### src/rtl/qbs_pkg.sv
// Package: shared defaults and the push-placement encoding used by the
// per-channel slot logic. Assumes nothing about the surrounding system.
package qbs_pkg;
    localparam int DEF_NCH           = 4;
    localparam int DEF_HW            = 8;
    localparam int DEF_BLOCK_SAMPLES = 128;

    // Where an incoming block is placed, decided after any event step.
    typedef enum logic [1:0] {
        PLACE_NONE  = 2'd0,
        PLACE_CUR   = 2'd1,
        PLACE_NXT   = 2'd2,
        PLACE_EVICT = 2'd3
    } place_e;
endpackage

### src/rtl/qbs_fill.sv
// Module: qbs_fill
// Turns a half-done event into the registered fill strobe, the half to
// refill and the update request. Assumes evt_half names the half that
// the drain engine is reading when the event is raised.
module qbs_fill (
    input  logic clk,
    input  logic rst_n,
    input  logic evt_valid,
    input  logic evt_half,
    output logic fill_valid,
    output logic fill_half,
    output logic update_req
);
    // Register the fill strobe, target half and update request.
    always_ff @(posedge clk) begin
        if (!rst_n) begin
            fill_valid <= 1'b0;
            fill_half  <= 1'b0;
            update_req <= 1'b0;
        end else begin
            fill_valid <= evt_valid;
            update_req <= evt_valid && !evt_half;
            if (evt_valid) begin
                fill_half <= ~evt_half;
            end
        end
    end
endmodule

### src/rtl/qbs_chan.sv
// Module: qbs_chan
// Two-slot queue for one channel. A block is played in two halves; the
// event step runs before the push step within a cycle. Reports the pre-event
// slot contents as the fill source and releases at most one handle per
// cycle. Assumes push is asserted only for this channel.
module qbs_chan
    import qbs_pkg::*;
#(
    parameter int HW = 8
) (
    input  logic          clk,
    input  logic          rst_n,
    input  logic          evt,
    input  logic          push,
    input  logic [HW-1:0] push_handle,
    output logic          src_valid,
    output logic [HW-1:0] src_handle,
    output logic          src_second,
    output logic          rel_valid,
    output logic [HW-1:0] rel_handle
);
    logic          cur_v, nxt_v, off_q;
    logic [HW-1:0] cur_q, nxt_q;

    logic          a_cur_v, a_nxt_v, a_off;
    logic [HW-1:0] a_cur;
    logic          b_cur_v, b_nxt_v, b_off;
    logic [HW-1:0] b_cur, b_nxt;
    logic          rel_d;
    logic [HW-1:0] relh_d;
    place_e        place;

    // Event step: advance the offset or retire the current block.
    always_comb begin
        a_cur_v = cur_v;
        a_nxt_v = nxt_v;
        a_off   = off_q;
        a_cur   = cur_q;
        rel_d   = 1'b0;
        relh_d  = cur_q;
        if (evt && cur_v) begin
            if (!off_q) begin
                a_off = 1'b1;
            end else begin
                rel_d   = 1'b1;
                relh_d  = cur_q;
                a_cur   = nxt_q;
                a_cur_v = nxt_v;
                a_nxt_v = 1'b0;
                a_off   = 1'b0;
            end
        end
    end

    // Choose where a pushed block lands, given the post-event slots.
    always_comb begin
        if (!push)        place = PLACE_NONE;
        else if (!a_cur_v) place = PLACE_CUR;
        else if (!a_nxt_v) place = PLACE_NXT;
        else               place = PLACE_EVICT;
    end

    // Push step: apply the placement on top of the event step.
    always_comb begin
        b_cur_v = a_cur_v;
        b_nxt_v = a_nxt_v;
        b_off   = a_off;
        b_cur   = a_cur;
        b_nxt   = nxt_q;
        unique case (place)
            PLACE_CUR: begin
                b_cur   = push_handle;
                b_cur_v = 1'b1;
                b_off   = 1'b0;
            end
            PLACE_NXT: begin
                b_nxt   = push_handle;
                b_nxt_v = 1'b1;
            end
            PLACE_EVICT: begin
                b_cur = nxt_q;
                b_nxt = push_handle;
                b_off = 1'b0;
            end
            default: ;
        endcase
    end

    // Release request from either step; the two never coincide.
    logic          rel_any;
    logic [HW-1:0] rel_any_h;
    always_comb begin
        rel_any   = rel_d || (place == PLACE_EVICT);
        rel_any_h = (place == PLACE_EVICT) ? a_cur : relh_d;
    end

    // Slot state registers.
    always_ff @(posedge clk) begin
        if (!rst_n) begin
            cur_v <= 1'b0;
            nxt_v <= 1'b0;
            off_q <= 1'b0;
            cur_q <= '0;
            nxt_q <= '0;
        end else begin
            cur_v <= b_cur_v;
            nxt_v <= b_nxt_v;
            off_q <= b_off;
            cur_q <= b_cur;
            nxt_q <= b_nxt;
        end
    end

    // Capture the fill source on an event and hold it until the next one.
    always_ff @(posedge clk) begin
        if (!rst_n) begin
            src_valid  <= 1'b0;
            src_handle <= '0;
            src_second <= 1'b0;
        end else if (evt) begin
            src_valid  <= cur_v;
            src_handle <= cur_v ? cur_q : '0;
            src_second <= cur_v && off_q;
        end
    end

    // One-cycle release pulse.
    always_ff @(posedge clk) begin
        if (!rst_n) begin
            rel_valid  <= 1'b0;
            rel_handle <= '0;
        end else begin
            rel_valid  <= rel_any;
            rel_handle <= rel_any ? rel_any_h : '0;
        end
    end
endmodule

### src/rtl/quad_block_sched.sv
// Module: quad_block_sched
// Top of the playback scheduler: one event decoder plus NCH channel queues.
// Assumes one push per cycle and that the fill descriptor is consumed
// before the next event replaces it.
module quad_block_sched
    import qbs_pkg::*;
#(
    parameter int NCH           = DEF_NCH,
    parameter int HW            = DEF_HW,
    parameter int BLOCK_SAMPLES = DEF_BLOCK_SAMPLES
) (
    input  logic                     clk,
    input  logic                     rst_n,
    input  logic                     evt_valid,
    input  logic                     evt_half,
    input  logic                     push_valid,
    input  logic [$clog2(NCH)-1:0]   push_ch,
    input  logic [HW-1:0]            push_handle,
    output logic                     fill_valid,
    output logic                     fill_half,
    output logic                     update_req,
    output logic [NCH-1:0]           src_valid,
    output logic [NCH*HW-1:0]        src_handle,
    output logic [NCH*$clog2(BLOCK_SAMPLES)-1:0] src_offset,
    output logic [NCH-1:0]           rel_valid,
    output logic [NCH*HW-1:0]        rel_handle
);
    localparam int CHW  = $clog2(NCH);
    localparam int OFFW = $clog2(BLOCK_SAMPLES);
    localparam logic [OFFW-1:0] HALF_OFF = OFFW'(BLOCK_SAMPLES / 2);

    qbs_fill u_fill (
        .clk        (clk),
        .rst_n      (rst_n),
        .evt_valid  (evt_valid),
        .evt_half   (evt_half),
        .fill_valid (fill_valid),
        .fill_half  (fill_half),
        .update_req (update_req)
    );

    for (genvar c = 0; c < NCH; c++) begin : g_ch
        logic sel, second;
        // Steer the single push port to this channel.
        always_comb sel = push_valid && (push_ch == CHW'(c));

        qbs_chan #(.HW(HW)) u_chan (
            .clk         (clk),
            .rst_n       (rst_n),
            .evt         (evt_valid),
            .push        (sel),
            .push_handle (push_handle),
            .src_valid   (src_valid[c]),
            .src_handle  (src_handle[c*HW +: HW]),
            .src_second  (second),
            .rel_valid   (rel_valid[c]),
            .rel_handle  (rel_handle[c*HW +: HW])
        );

        // Expand the half flag into a sample offset.
        always_comb src_offset[c*OFFW +: OFFW] = second ? HALF_OFF : '0;
    end
endmodule

### config.mk
export PLATFORM = sky130hd
export DESIGN_NAME = quad_block_sched
export DESIGN_NICKNAME = d
export VERILOG_FILES = /design/src/rtl/qbs_pkg.sv /design/src/rtl/qbs_fill.sv /design/src/rtl/qbs_chan.sv /design/src/rtl/quad_block_sched.sv
export SDC_FILE = /design/constraint.sdc
export NUM_CORES = 1
export LEC_CHECK = 0
export ABC_CLOCK_PERIOD_IN_PS = 3900
export BUFFER_PORTS_ARGS = -buffer_cell sky130_fd_sc_hd__buf_2
export CORE_MARGIN = 4
export CORE_UTILIZATION = 60
export DETAILED_ROUTE_END_ITERATION = 10
export PLACE_DENSITY_LB_ADDON = 0.2
export SYNTH_ARGS = -nofsm -noshare
export SYNTH_HDL_FRONTEND = slang
export SYNTH_HIERARCHICAL = 1
export SYNTH_SLANG_ARGS = --single-unit
### constraint.sdc
create_clock -name clk -period 3.9 [get_ports clk]
set_input_delay 0.195 -clock clk [delete_from_list [all_inputs] [get_ports clk]]
set_output_delay 0.195 -clock clk [all_outputs]
set_load 0.005 [all_outputs]
==> flow_metrics.py <==
metrics = {
    "global_route": {
        "grt_antenna_before_repair": 0,
        "grt_pass1_vias": 4875,
        "grt_overflow": 0,
        "grt_max_degree": 46,
        "track_usage_pct": 22.6,
        "grt_pass1_wl_um": 23400,
    },
    "setup_path": {
        "end_kind": "register",
        "critPathMaxStageDelay_ns": 0.57,
        "critPathLaunchType": "primary input",
        "critical_path_class": "primary input to register",
        "worstPathArrival_ns": 2.11,
        "cp_max_fo": 39,
        "cpMaxStageDelayCell": "buf_2",
        "crit_chain": "buf_2 > buf_4 > nand2_2 > and3_1 > a32o_1 > o21a_1",
        "required_ns": 4.30,
        "path_buf_inv": 2,
        "critPathTopFamily": "buffers and inverters",
    },
    "yosys": {
        "synth-simple-area-share_pct": 21.8,
        "synthAdderAreaFrac_pct": 0,
        "yosysSeqAreaShare_pct": 47.3,
        "synth_compound_area_share_pct": 18.6,
        "synth_area_per_cell_sq_um": 9.47,
        "synthMuxAreaShare_pct": 4.89,
        "syn_area_sq_um": 6550,
        "ys_seq_elements": 155,
        "synthDistinctLibCells": 31,
        "synth_top_family_by_area": "simple AND/OR/NAND/NOR gates",
        "syn_inst": 692,
        "synth-xor-area-share_pct": 0.535,
        "yosysWarnings": 6,
    },
    "routing": {
        "via_per_inst": 5.53,
        "drtIter0Drc": 374,
        "dr.pass1.iters": 6,
        "post_drt_wl_per_cell_um": 15.6,
        "vias": 5043,
        "drt-total-wl_um": 14200,
        "drc": 0,
        "ant_nets": 0,
    },
    "layout": {
        "final_cell_mix": "155 x dfxtp_1, 104 x nor2b_1, 93 x buf_2",
        "final_nets": 778,
        "antenna_cells": 0,
        "mostFrequentLayoutCell": "dfxtp_1",
        "layout-drive-gt1-share_pct": 18.7,
        "synthToLayoutAreaGrowth_pct": 14.2,
        "fin_cells": 912,
    },
    "die": {
        "core_area_sq_um": 10500,
        "start_util_pct": 62.6,
        "die-area_sq_um": 12700,
        "die_y_um": 113,
        "rows": 37,
        "die_w_um": 113,
        "ios": 118,
    },
    "clock_network": {
        "root_buffer": "clkbuf_8",
        "cts_setup_buffers": 0,
        "cts_max_level": 4,
        "cts_resized": 0,
        "cts_buffers": 17,
        "cts_buffer_depth": 2,
        "cts.reportedPaths.clkPinSlew_ns": 0.06,
        "tritoncts": "built",
        "clk_latency_ns": 0.52,
        "numClockSinks": 155,
    },
    "sta": {
        "fin_crit_sh_pct": 43.6,
        "fin_crit_ns": 1.70,
        "fin_setup_tns_ns": 0,
        "setup_viol": 0,
        "hold_violations": 0,
        "relSlewSlack_pct": 49.9,
        "rsz0062_at_grt": "false",
        "tightest_slew_ns": 0.748,
        "slew_violations": 0,
        "fmax_ghz": 0.588,
        "fin_skew_ns": 0.00893,
    },
    "min_path": {
        "hold_path.class": "primary input to register",
    },
    "power_and_ir_drop": {
        "p_per_area_nw_per_um2": 454,
        "leakagePower_nw": 2.97,
        "ir_drop_mv": 0.309,
    },
    "run_status": {
        "status": "completed",
    },
    "placement": {
        "dp_hpwl_um": 9670,
        "globalplace.congestion": 0.776,
        "placed_cells": 879,
        "port_buffers": 93,
    },
    "job": {
        "max_cap_viol_count": 0,
    },
}
sequential cells by signal, indices dropped and copies added (netlist names):
register,flops
g_ch.u_chan/cur_q,32
g_ch.u_chan/nxt_q,32
g_ch.u_chan/rel_handle,32
g_ch.u_chan/src_handle,32
g_ch.u_chan/cur_v,4
g_ch.u_chan/nxt_v,4
g_ch.u_chan/off_q,4
g_ch.u_chan/rel_valid,4
g_ch.u_chan/src_second,4
g_ch.u_chan/src_valid,4
u_fill/fill_half,1
u_fill/fill_valid,1
u_fill/update_req,1
final cells by class:
| cell class | count | area [sq um] |
|---|---|---|
| multi-input combinational | 484 | 3090 |
| tap | 136 | 170 |
| timing repair buffer | 97 | 498 |
| clock inverter | 6 | 82.6 |
| sequential | 155 | 3100 |
| inverter | 8 | 30.0 |
| clock buffer | 26 | 508 |
| fill | 787 | 2980 |
final timing paths:
check / start / to / slack [ns] / depth (start not counted)
max: evt_valid / g_ch[1].u_chan/cur_q[6] / 2.20 / 6
min: push_handle[6] / g_ch[3].u_chan/nxt_q[6] / 0.09 / 3
max reg2reg: g_ch[1].u_chan/cur_v / g_ch[1].u_chan/nxt_q[2] / 2.37 / 4
min reg2reg: g_ch[0].u_chan/src_second / g_ch[0].u_chan/src_second / 0.48 / 2
timing repair:
item                                    CTS  global route
hold buffers                              1             0
hold endpoints to repair                  1             0
endpoints found under the setup margin    0             0
cell families (layout without fill, tap and decap cells):
group	Yosys count	after routing
AOI/OAI and AO/OA	169	169
xor gates and xnor gates	4	4
buffers and inverters	76	137
DFF	155	155
muxes	32	32
other	1	24
and+or+nand+nor	255	255
synth_stat cells:
cell / number / area, sq um
dfxtp_1: 155 / 3100
nor2b_1: 104 / 651
nand2_1: 77 / 289
a21oi_1: 68 / 340
o21a_1: 40 / 300
and2_1: 36 / 225
a32o_1: 32 / 320
mux2i_1: 32 / 320
buf_4: 28 / 210
buf_2: 20 / 100
clkbuf_1: 16 / 60.1
a21boi_0: 12 / 90.1
and3_1: 8 / 50.1
inv_1: 8 / 30.0
o21ai_0: 8 / 40.0
and2_4: 5 / 43.8
a211oi_4: 4 / 80.1
and4_1: 4 / 35.0
buf_6: 4 / 45.0
nand2_2: 4 / 25.0
nand2b_1: 4 / 25.0
nand3_1: 4 / 20.0
nor2_1: 4 / 15.0
o21ai_2: 4 / 35.0
xor2_1: 4 / 35.0
and3b_1: 2 / 17.5
and3_2: 1 / 7.51
conb_1: 1 / 3.75
nor2b_4: 1 / 13.8
nor3b_2: 1 / 12.5
o211a_1: 1 / 10.0
worst reg2reg max path: cells and delay by family (launching register included):
family / cells / cell delay (ns)
AOI/OAI and AO/OA: 1 / 0.43
and+or+nand+nor: 2 / 0.26
muxes: 1 / 0.26
DFF: 1 / 0.47
stage by stage:
step	util (%)	hold WS [ns]	area [sq um]	setup slack, ns	power [W]
2_1_floorplan	-	0.259	6640	2.58	0.00179
3_3_place_gp	65.8	0.456	6880	1.80	0.00182
3_5_place_dp	65.8	0.456	6880	1.72	0.00183
4_1_cts	71.5	0.0669	7480	2.23	0.00343
5_1_grt	71.5	0.0907	7480	2.09	0.00352
6_report	71.5	0.0931	7480	2.20	0.00340
per-layer routing:
layer	vias to the layer above	wire [um]	global-route usage [%]
met5	-	0	0
met4	0	174	7.53
met3	15	813	5.28
met2	176	7240	39.8
met1	2411	5990	27.1
li1	2441	-	-
report_power, final:
group          total [W]  leakage [nW]  internal, W  switching [W]
Clock            0.00160         0.291      0.00101       0.000592
Combinational   0.000161          1.43    0.0000622      0.0000992
Sequential       0.00164          1.25      0.00161      0.0000269
Total            0.00340          2.97      0.00268       0.000718
Power figures use the tool's default switching activity.
